===== src/rtl/pha_pkg.sv =====
package pha_pkg;
  // threshold = THR_NUM / 2**THR_SHIFT of full scale (7/8 ~ -1.16 dB)
  localparam int unsigned THR_NUM   = 7;
  localparam int unsigned THR_SHIFT = 3;
  localparam int unsigned NUM_CH    = 2;
endpackage


===== src/rtl/pha_mag.sv =====
module pha_mag #(
  parameter int unsigned   DATA_W = 20,
  parameter logic [DATA_W-1:0] THR = '0
) (
  input  logic [DATA_W-1:0] smp_i,
  output logic              over_o
);
  localparam logic [DATA_W-1:0] MIN_CODE = {1'b1, {(DATA_W-1){1'b0}}};
  localparam logic [DATA_W-1:0] MAX_POS  = {1'b0, {(DATA_W-1){1'b1}}};

  logic [DATA_W-1:0] mag;

  always_comb begin
    if (!smp_i[DATA_W-1])      mag = smp_i;
    else if (smp_i == MIN_CODE) mag = MAX_POS;  // saturate
    else                        mag = ~smp_i + 1'b1;
  end

  assign over_o = (mag > THR);
endmodule


===== src/rtl/pha_hold.sv =====
module pha_hold #(
  parameter int unsigned HOLD_LEN = 512
) (
  input  logic clk_i,
  input  logic rst_ni,
  input  logic valid_i,
  input  logic hit_i,
  output logic active_o
);
  localparam int unsigned CW = $clog2(HOLD_LEN + 1);

  logic [CW-1:0] cnt_q;

  always_ff @(posedge clk_i or negedge rst_ni) begin
    if (!rst_ni) begin
      cnt_q <= '0;
    end else if (valid_i) begin
      if (hit_i)             cnt_q <= CW'(HOLD_LEN);
      else if (cnt_q != '0)  cnt_q <= cnt_q - 1'b1;
    end
  end

  assign active_o = (cnt_q != '0);
endmodule


===== src/rtl/peak_hold_alarm.sv =====
module peak_hold_alarm #(
  parameter int unsigned DATA_W   = 20,
  parameter int unsigned HOLD_LEN = 512
) (
  input  logic              clk_i,
  input  logic              rst_ni,
  input  logic              valid_i,
  input  logic [DATA_W-1:0] left_i,
  input  logic [DATA_W-1:0] right_i,
  output logic              flag_o
);
  import pha_pkg::*;

  localparam logic [DATA_W-1:0] THR =
    DATA_W'(THR_NUM) << (DATA_W - 1 - THR_SHIFT);

  logic [NUM_CH-1:0][DATA_W-1:0] smp;
  logic [NUM_CH-1:0]             over;
  logic                          hit;

  assign smp[0] = left_i;
  assign smp[1] = right_i;

  for (genvar gi = 0; gi < NUM_CH; gi++) begin : g_ch
    pha_mag #(.DATA_W(DATA_W), .THR(THR)) u_mag (
      .smp_i (smp[gi]),
      .over_o(over[gi])
    );
  end

  assign hit = |over;

  pha_hold #(.HOLD_LEN(HOLD_LEN)) u_hold (
    .clk_i   (clk_i),
    .rst_ni  (rst_ni),
    .valid_i (valid_i),
    .hit_i   (hit),
    .active_o(flag_o)
  );
endmodule


===== config.mk =====
export PLATFORM = sky130hd
export DESIGN_NAME = peak_hold_alarm
export DESIGN_NICKNAME = d
export VERILOG_FILES = /design/src/rtl/pha_pkg.sv /design/src/rtl/pha_mag.sv /design/src/rtl/pha_hold.sv /design/src/rtl/peak_hold_alarm.sv
export SDC_FILE = /design/constraint.sdc
export NUM_CORES = 1
export LEC_CHECK = 0
export ABC_CLOCK_PERIOD_IN_PS = 4700
export CAP_MARGIN = 20
export CORE_AREA = 10 10 71 58
export DETAILED_ROUTE_END_ITERATION = 8
export DIE_AREA = 0 0 81 68
export DONT_BUFFER_PORTS = 1
export PLACE_DENSITY = 0.74
export SETUP_SLACK_MARGIN = 0.15
export SKIP_CTS_REPAIR_TIMING = 1
export SYNTH_ARGS = -nofsm -noshare
export SYNTH_HDL_FRONTEND = slang
export SYNTH_HIERARCHICAL = 1
export SYNTH_SLANG_ARGS = --single-unit
export TNS_END_PERCENT = 20

===== constraint.sdc =====
create_clock -name clk_i -period 4.7 [get_ports clk_i]
set_input_delay 0.235 -clock clk_i [delete_from_list [all_inputs] [get_ports clk_i]]
set_output_delay 0.235 -clock clk_i [all_outputs]
set_load 0.005 [all_outputs]

# [After elaboration in Yosys (flattened, before gate mapping)]
# Cells that the tools add are included.
[classes] addsub=3 mul=0 n_div=0 magnitude_cmp=2 n_eq_ne=2 shifts=0 mux=6 n_bitwise=2 reduce_logical=4
[op_table] operator="two-way mux 20 bit" count=4
[op_table] operator="adder 20 x 1 -> 20 bit, second input constant" count=2
[op_table] operator="== test 20 bit, second input constant" count=2
[op_table] operator="greater-than comparator 20 x 19 -> 1 bit, second input constant" count=2
[op_table] operator="NOT 20 bit" count=2
[op_table] operator="two-way mux 10 bit" count=2
[op_table] operator="nonzero test 10 bit" count=1
[op_table] operator="subtractor 10 x 1 -> 10 bit, second input constant" count=1
[op_table] operator="AND reduction 2 bit" count=1
[op_table] operator="nonzero test 2 bit" count=1
[op_table] operator="OR reduction 2 bit" count=1
[word_totals] regBits=10 latchBits=0 ram_bits=0 romBits=0 output_inout_bits=1 elab_cells=20 memories=0

# [Logic depth before layout (Yosys ltp)]
[depth] word_depth=8 ltp_mapped=13 mapped_depth_nobuf=12

# [Cells and area by module]
# The synthesis kept the hierarchy.
[by_module_without_submodules] mod="pha_mag" instances=2 cells_per_inst=73 area_each_um2=510.5 seq_area_each_um2=0.0
[by_module_without_submodules] mod="pha_hold" instances=1 cells_per_inst=63 area_each_um2=576.8 seq_area_each_um2=250.2
[by_module_without_submodules] mod="peak_hold_alarm" instances=1 cells_per_inst=1 area_each_um2=6.3 seq_area_each_um2=0.0

# [Worst setup path after synthesis]
# Ideal clock, no wire load.
[synth_path] path_type="input-to-reg" from="input right_i[0]" to="register u_hold.cnt_q[9]" arrival_ps=2884 required_ps=4580 path_slack_ps=1697 path_stages=13 path_buffers=1 cell_sequence="inv_1 > ha_1 > nor3b_1 > and3_1 > or3b_1 > a211o_1 > a32oi_1 > or2_1 > clkbuf_1 > nor2_1 > a2111oi_0 > xnor2_1 > nand2_1"
[synth_between] elab_chain_len=8 elab_cells_between_ends=10 classes_between="1 x add/sub; 1 x order compare; 1 x eq/ne; 3 x mux; 1 x bitwise; 3 x reduce/logical"
[synth_rtl] element="from (decl)" line="peak_hold_alarm.sv:9" source="input logic [DATA_W-1:0] right_i,"
[synth_rtl] element="NOT 20 bit" line="pha_mag.sv:16" source="else mag = ~smp_i + 1'b1;"
[synth_rtl] element="adder 20 x 1 -> 20 bit" line="pha_mag.sv:16"
[synth_rtl] element="two-way mux 20 bit" line="pha_mag.sv:15" source="else if (smp_i == MIN_CODE) mag = MAX_POS;"
[synth_rtl] element="two-way mux 20 bit *" line="pha_mag.sv:14" source="if (!smp_i[DATA_W-1]) mag = smp_i;"
[synth_rtl] element="greater-than comparator 20 x 19 -> 1 bit *" line="pha_mag.sv:19" source="assign over_o = (mag > THR);"
[synth_rtl] element="named net over[1]" line="peak_hold_alarm.sv:18" source="logic [NUM_CH-1:0] over;"
[synth_rtl] element="OR reduction 2 bit *" line="peak_hold_alarm.sv:31" source="assign hit = |over;"
[synth_rtl] element="named net hit" line="peak_hold_alarm.sv:19" source="logic hit;"
[synth_rtl] element="nonzero test 2 bit (no source line)"
[synth_rtl] element="AND reduction 2 bit (no source line)"
[synth_rtl] element="to (signal assigned)" line="pha_hold.sv:18" source="if (hit_i) cnt_q <= CW'(HOLD_LEN);"
[synth_rtl] element="to (signal assigned)" line="pha_hold.sv:19" source="else if (cnt_q != '0) cnt_q <= cnt_q - 1'b1;"
[synth_rtl] element="to (decl)" line="pha_hold.sv:12" source="logic [CW-1:0] cnt_q;"
# Mark *: on every way through the listed nets, which the timed path passes. The rest lies on a longest branch.
# A chain may end at the register's enable or synchronous reset.

# [Worst setup path after layout]
[layout_path] from="input right_i[0]" to="register u_hold.cnt_q[7]"
# Same word-level chain as after synthesis.

==> key figures <==
Power
  – Overall Power: 456 uW
  – Peak supply drop: 0.000224 V
  – Leakage power: 0.000550 uW
  – PwrDens: 273 mW/mm^2

Detailed routing
  – Routed WL per cell: 18.5 um
  – 1st-iter DRT viols: 237
  – WL final: 4530 um
  – Final ANT Viol Nets: 0
  – Routed via count: 1732
  – DRT Pass-1 Iters: 4
  – Drt drc: 0
  – Via/cell ratio: 7.07

Setup path
  – Maximum fanout along the worst path: 10
  – Setup CP Type: input pin to flip-flop
  – Worst Path Required: 4.86 ns
  – CP Data Arrival Time: 3.30 ns
  – Worst Setup End Kind: flip-flop
  – CP startpoint kind: input pin

Placed design
  – Post-DP HPWL: 3630 um
  – IO buf count: 0
  – GPL Wtd Cong: 0.927
  – Pre-CTS WS: 1.32 ns

Synthesis
  – Area leader, netlist: dfrtp_1
  – Yosys warnings: 6
  – Adder-Cell Fraction of Synth Area: 2.34%
  – Post-synth EDFFs: 0
  – Synth Area in XOR/XNOR: 0.546%
  – Syn Std Cell Area: 0.00160 mm^2
  – Sequential area share after synthesis: 15.6%
  – Ys async rst share: 100%
  – Synth area leaders: dfrtp_1, a21oi_1, nor4_4, nor2_1, nand4b_1
  – Synth unique cells: 49
  – Synthesized Nets: 256
  – Mux cell area share after synthesis: 0%
  – Mapped Avg Cell Area: 7.64 um^2
  – Seq cells post-synth: 10
  – Compound-Gate Fraction of Synth Area: 34.9%
  – Simple-gate share of the synthesized area: 41.1%
  – Synth top area share: 15.6%
  – Gate Count Post-Synth: 210
  – Largest family of logic cells by synthesized area: simple AND/OR/NAND/NOR gates
  – Ys flop type: dfrtp_1

STA
  – Worst slew pin tran: 0.606 ns
  – Final Worst Setup Slack: 1.56 ns
  – Max-slew violation total from the final report: 0
  – Final period utilization: 66.9%
  – Setup_tns: 0 ns
  – Slew HR: 58.6%
  – Setup Skew: 0.00342 ns
  – Fin. Hold Viols: 0
  – RSZ-0062 raised after global routing: no
  – # setup viols final: 0
  – Fin crit period: 3.14 ns
  – Maximum clock rate: 318 MHz

CTS
  – CTS root buf: clkbuf_8
  – H-tree levels: 1
  – Clk_lat worst skew: 0.24 ns
  – CTS Buf Count: 3
  – Clk buf depth: 2
  – CTS sink cnt: 10
  – Clk slew on worst S/H paths: 0.05 ns
  – CTS tree: built

GRT
  – Total track usage: 16.5%
  – Vias in the first global route: 1562
  – Global-route wire length before repair: 7510 um
  – Largest net degree at the start of global routing: 17
  – GR Overflow Total: 0
  – Initial antenna violation count: 0

Worst hold path
  – Worst Hold Class: input pin to flip-flop

Cells and area
  – Filler Cells Inserted: 261
  – Synth-to-layout area growth: 4.06%
  – Post-layout nets: 254
  – Reg with most FFs: u_hold/cnt_q
  – # diodes: 0
  – Final cell utilization of the core: 59.4%
  – Largest register FFs: 10
  – Most frequent cells in the layout: nor2_1, a21oi_1, inv_1
  – Largest regs: u_hold/cnt_q (10)
  – Share of cells above drive strength 1: 9.66%

Floorplan
  – Row count: 17
  – Starting Density: 57.1%
  – Core area: 0.00281 mm^2
  – Die width: 81 um
  – Top Ports: 44
  – Die height: 68 um
  – Die area: 0.00551 mm^2

Status
  – Outcome: finished clean

Job
  – Max cap viols: 0
==> where the power goes <==
group | internal [uW] | leakage [uW] | switching (uW)
registers | 121 | 0.000125 | 46.0
logic | 85.4 | 0.000397 | 93.2
clock network | 73.8 | 0.0000288 | 36.2
total | 281 | 0.000550 | 175
==> worst paths after layout <==
path / end / slack, ns / cells after the start / from
max: u_hold/cnt_q[7]$_DFFE_PN0P_ / 1.56 / 11 / right_i[0]
min: u_hold/cnt_q[6]$_DFFE_PN0P_ / 0.17 / 2 / valid_i
max reg2reg: u_hold/cnt_q[7]$_DFFE_PN0P_ / 2.40 / 6 / u_hold/cnt_q[0]$_DFFE_PN0P_
min reg2reg: u_hold/cnt_q[8]$_DFFE_PN0P_ / 0.50 / 1 / u_hold/cnt_q[8]$_DFFE_PN0P_
max in group asynchronous: u_hold/cnt_q[0]$_DFFE_PN0P_ / 4.01 / 1 / rst_ni
min in group asynchronous: u_hold/cnt_q[2]$_DFFE_PN0P_ / 0.38 / 1 / rst_ni
==> cells by family after synthesis <==
family | after synthesis
fa+ha+maj | 3
compound gates | 76
flops | 10
xor+xnor | 1
buf+inv | 19
simple gates | 101
==> per-layer routing <==
layer,track usage (%),up-vias,part of all wire (%)
met3,4.06,14,10
met5,0,-,0
li1,-,838,-
met1,21.3,807,43
met4,6.90,0,2.4
met2,25.8,73,45
==> synthesized netlist by cell type, types with 3 or more instances <==
cell type,n
o41ai_2,3
nand4_1,4
nor2_1,18
o2bb2ai_1,3
a31oi_1,7
inv_1,11
nor2b_1,7
a2111oi_0,5
o31ai_1,6
nand4b_1,6
o21ai_0,8
nor4_1,4
o22ai_1,4
o21bai_1,4
or3_1,7
or4_1,5
nor4_4,4
nor3_1,10
nand3_1,4
clkbuf_1,4
a21oi_1,18
nand2_1,10
nand2b_1,6
ha_1,3
dfrtp_1,10
==> metrics by stage <==
step           hold slack (ns)  cell area, um^2  std cells
2_1_floorplan          -0.0606             1600        210
3_3_place_gp           -0.0602             1600        240
3_5_place_dp           -0.0602             1600        240
4_1_cts                 -0.316             1660        244
5_1_grt                  0.171             1670        245
6_report                 0.165             1670        245
==> critical path, cell delays in order <==
cell and delay, ns:
inv_1 0.04, ha_1 0.21, nor3b_1 0.35, a31oi_1 0.13, or4_1 0.55, o41ai_2 0.33, a32oi_1 0.14, or2_1 0.37
nor4_1 0.53, o21ai_0 0.22, a21boi_1 0.19
==> cell type report <==
type | instances | area (um^2) | area share, %
clock buffers | 4 | 55.1 | 3.30
inverters | 11 | 41.3 | 2.47
multi-input cells | 181 | 1260 | 75.8
flip-flops and latches | 10 | 250 | 15.0
well taps | 38 | 47.5 | 2.85
repair buffers | 1 | 10.0 | 0.600
(Power assumes the default switching activity.)
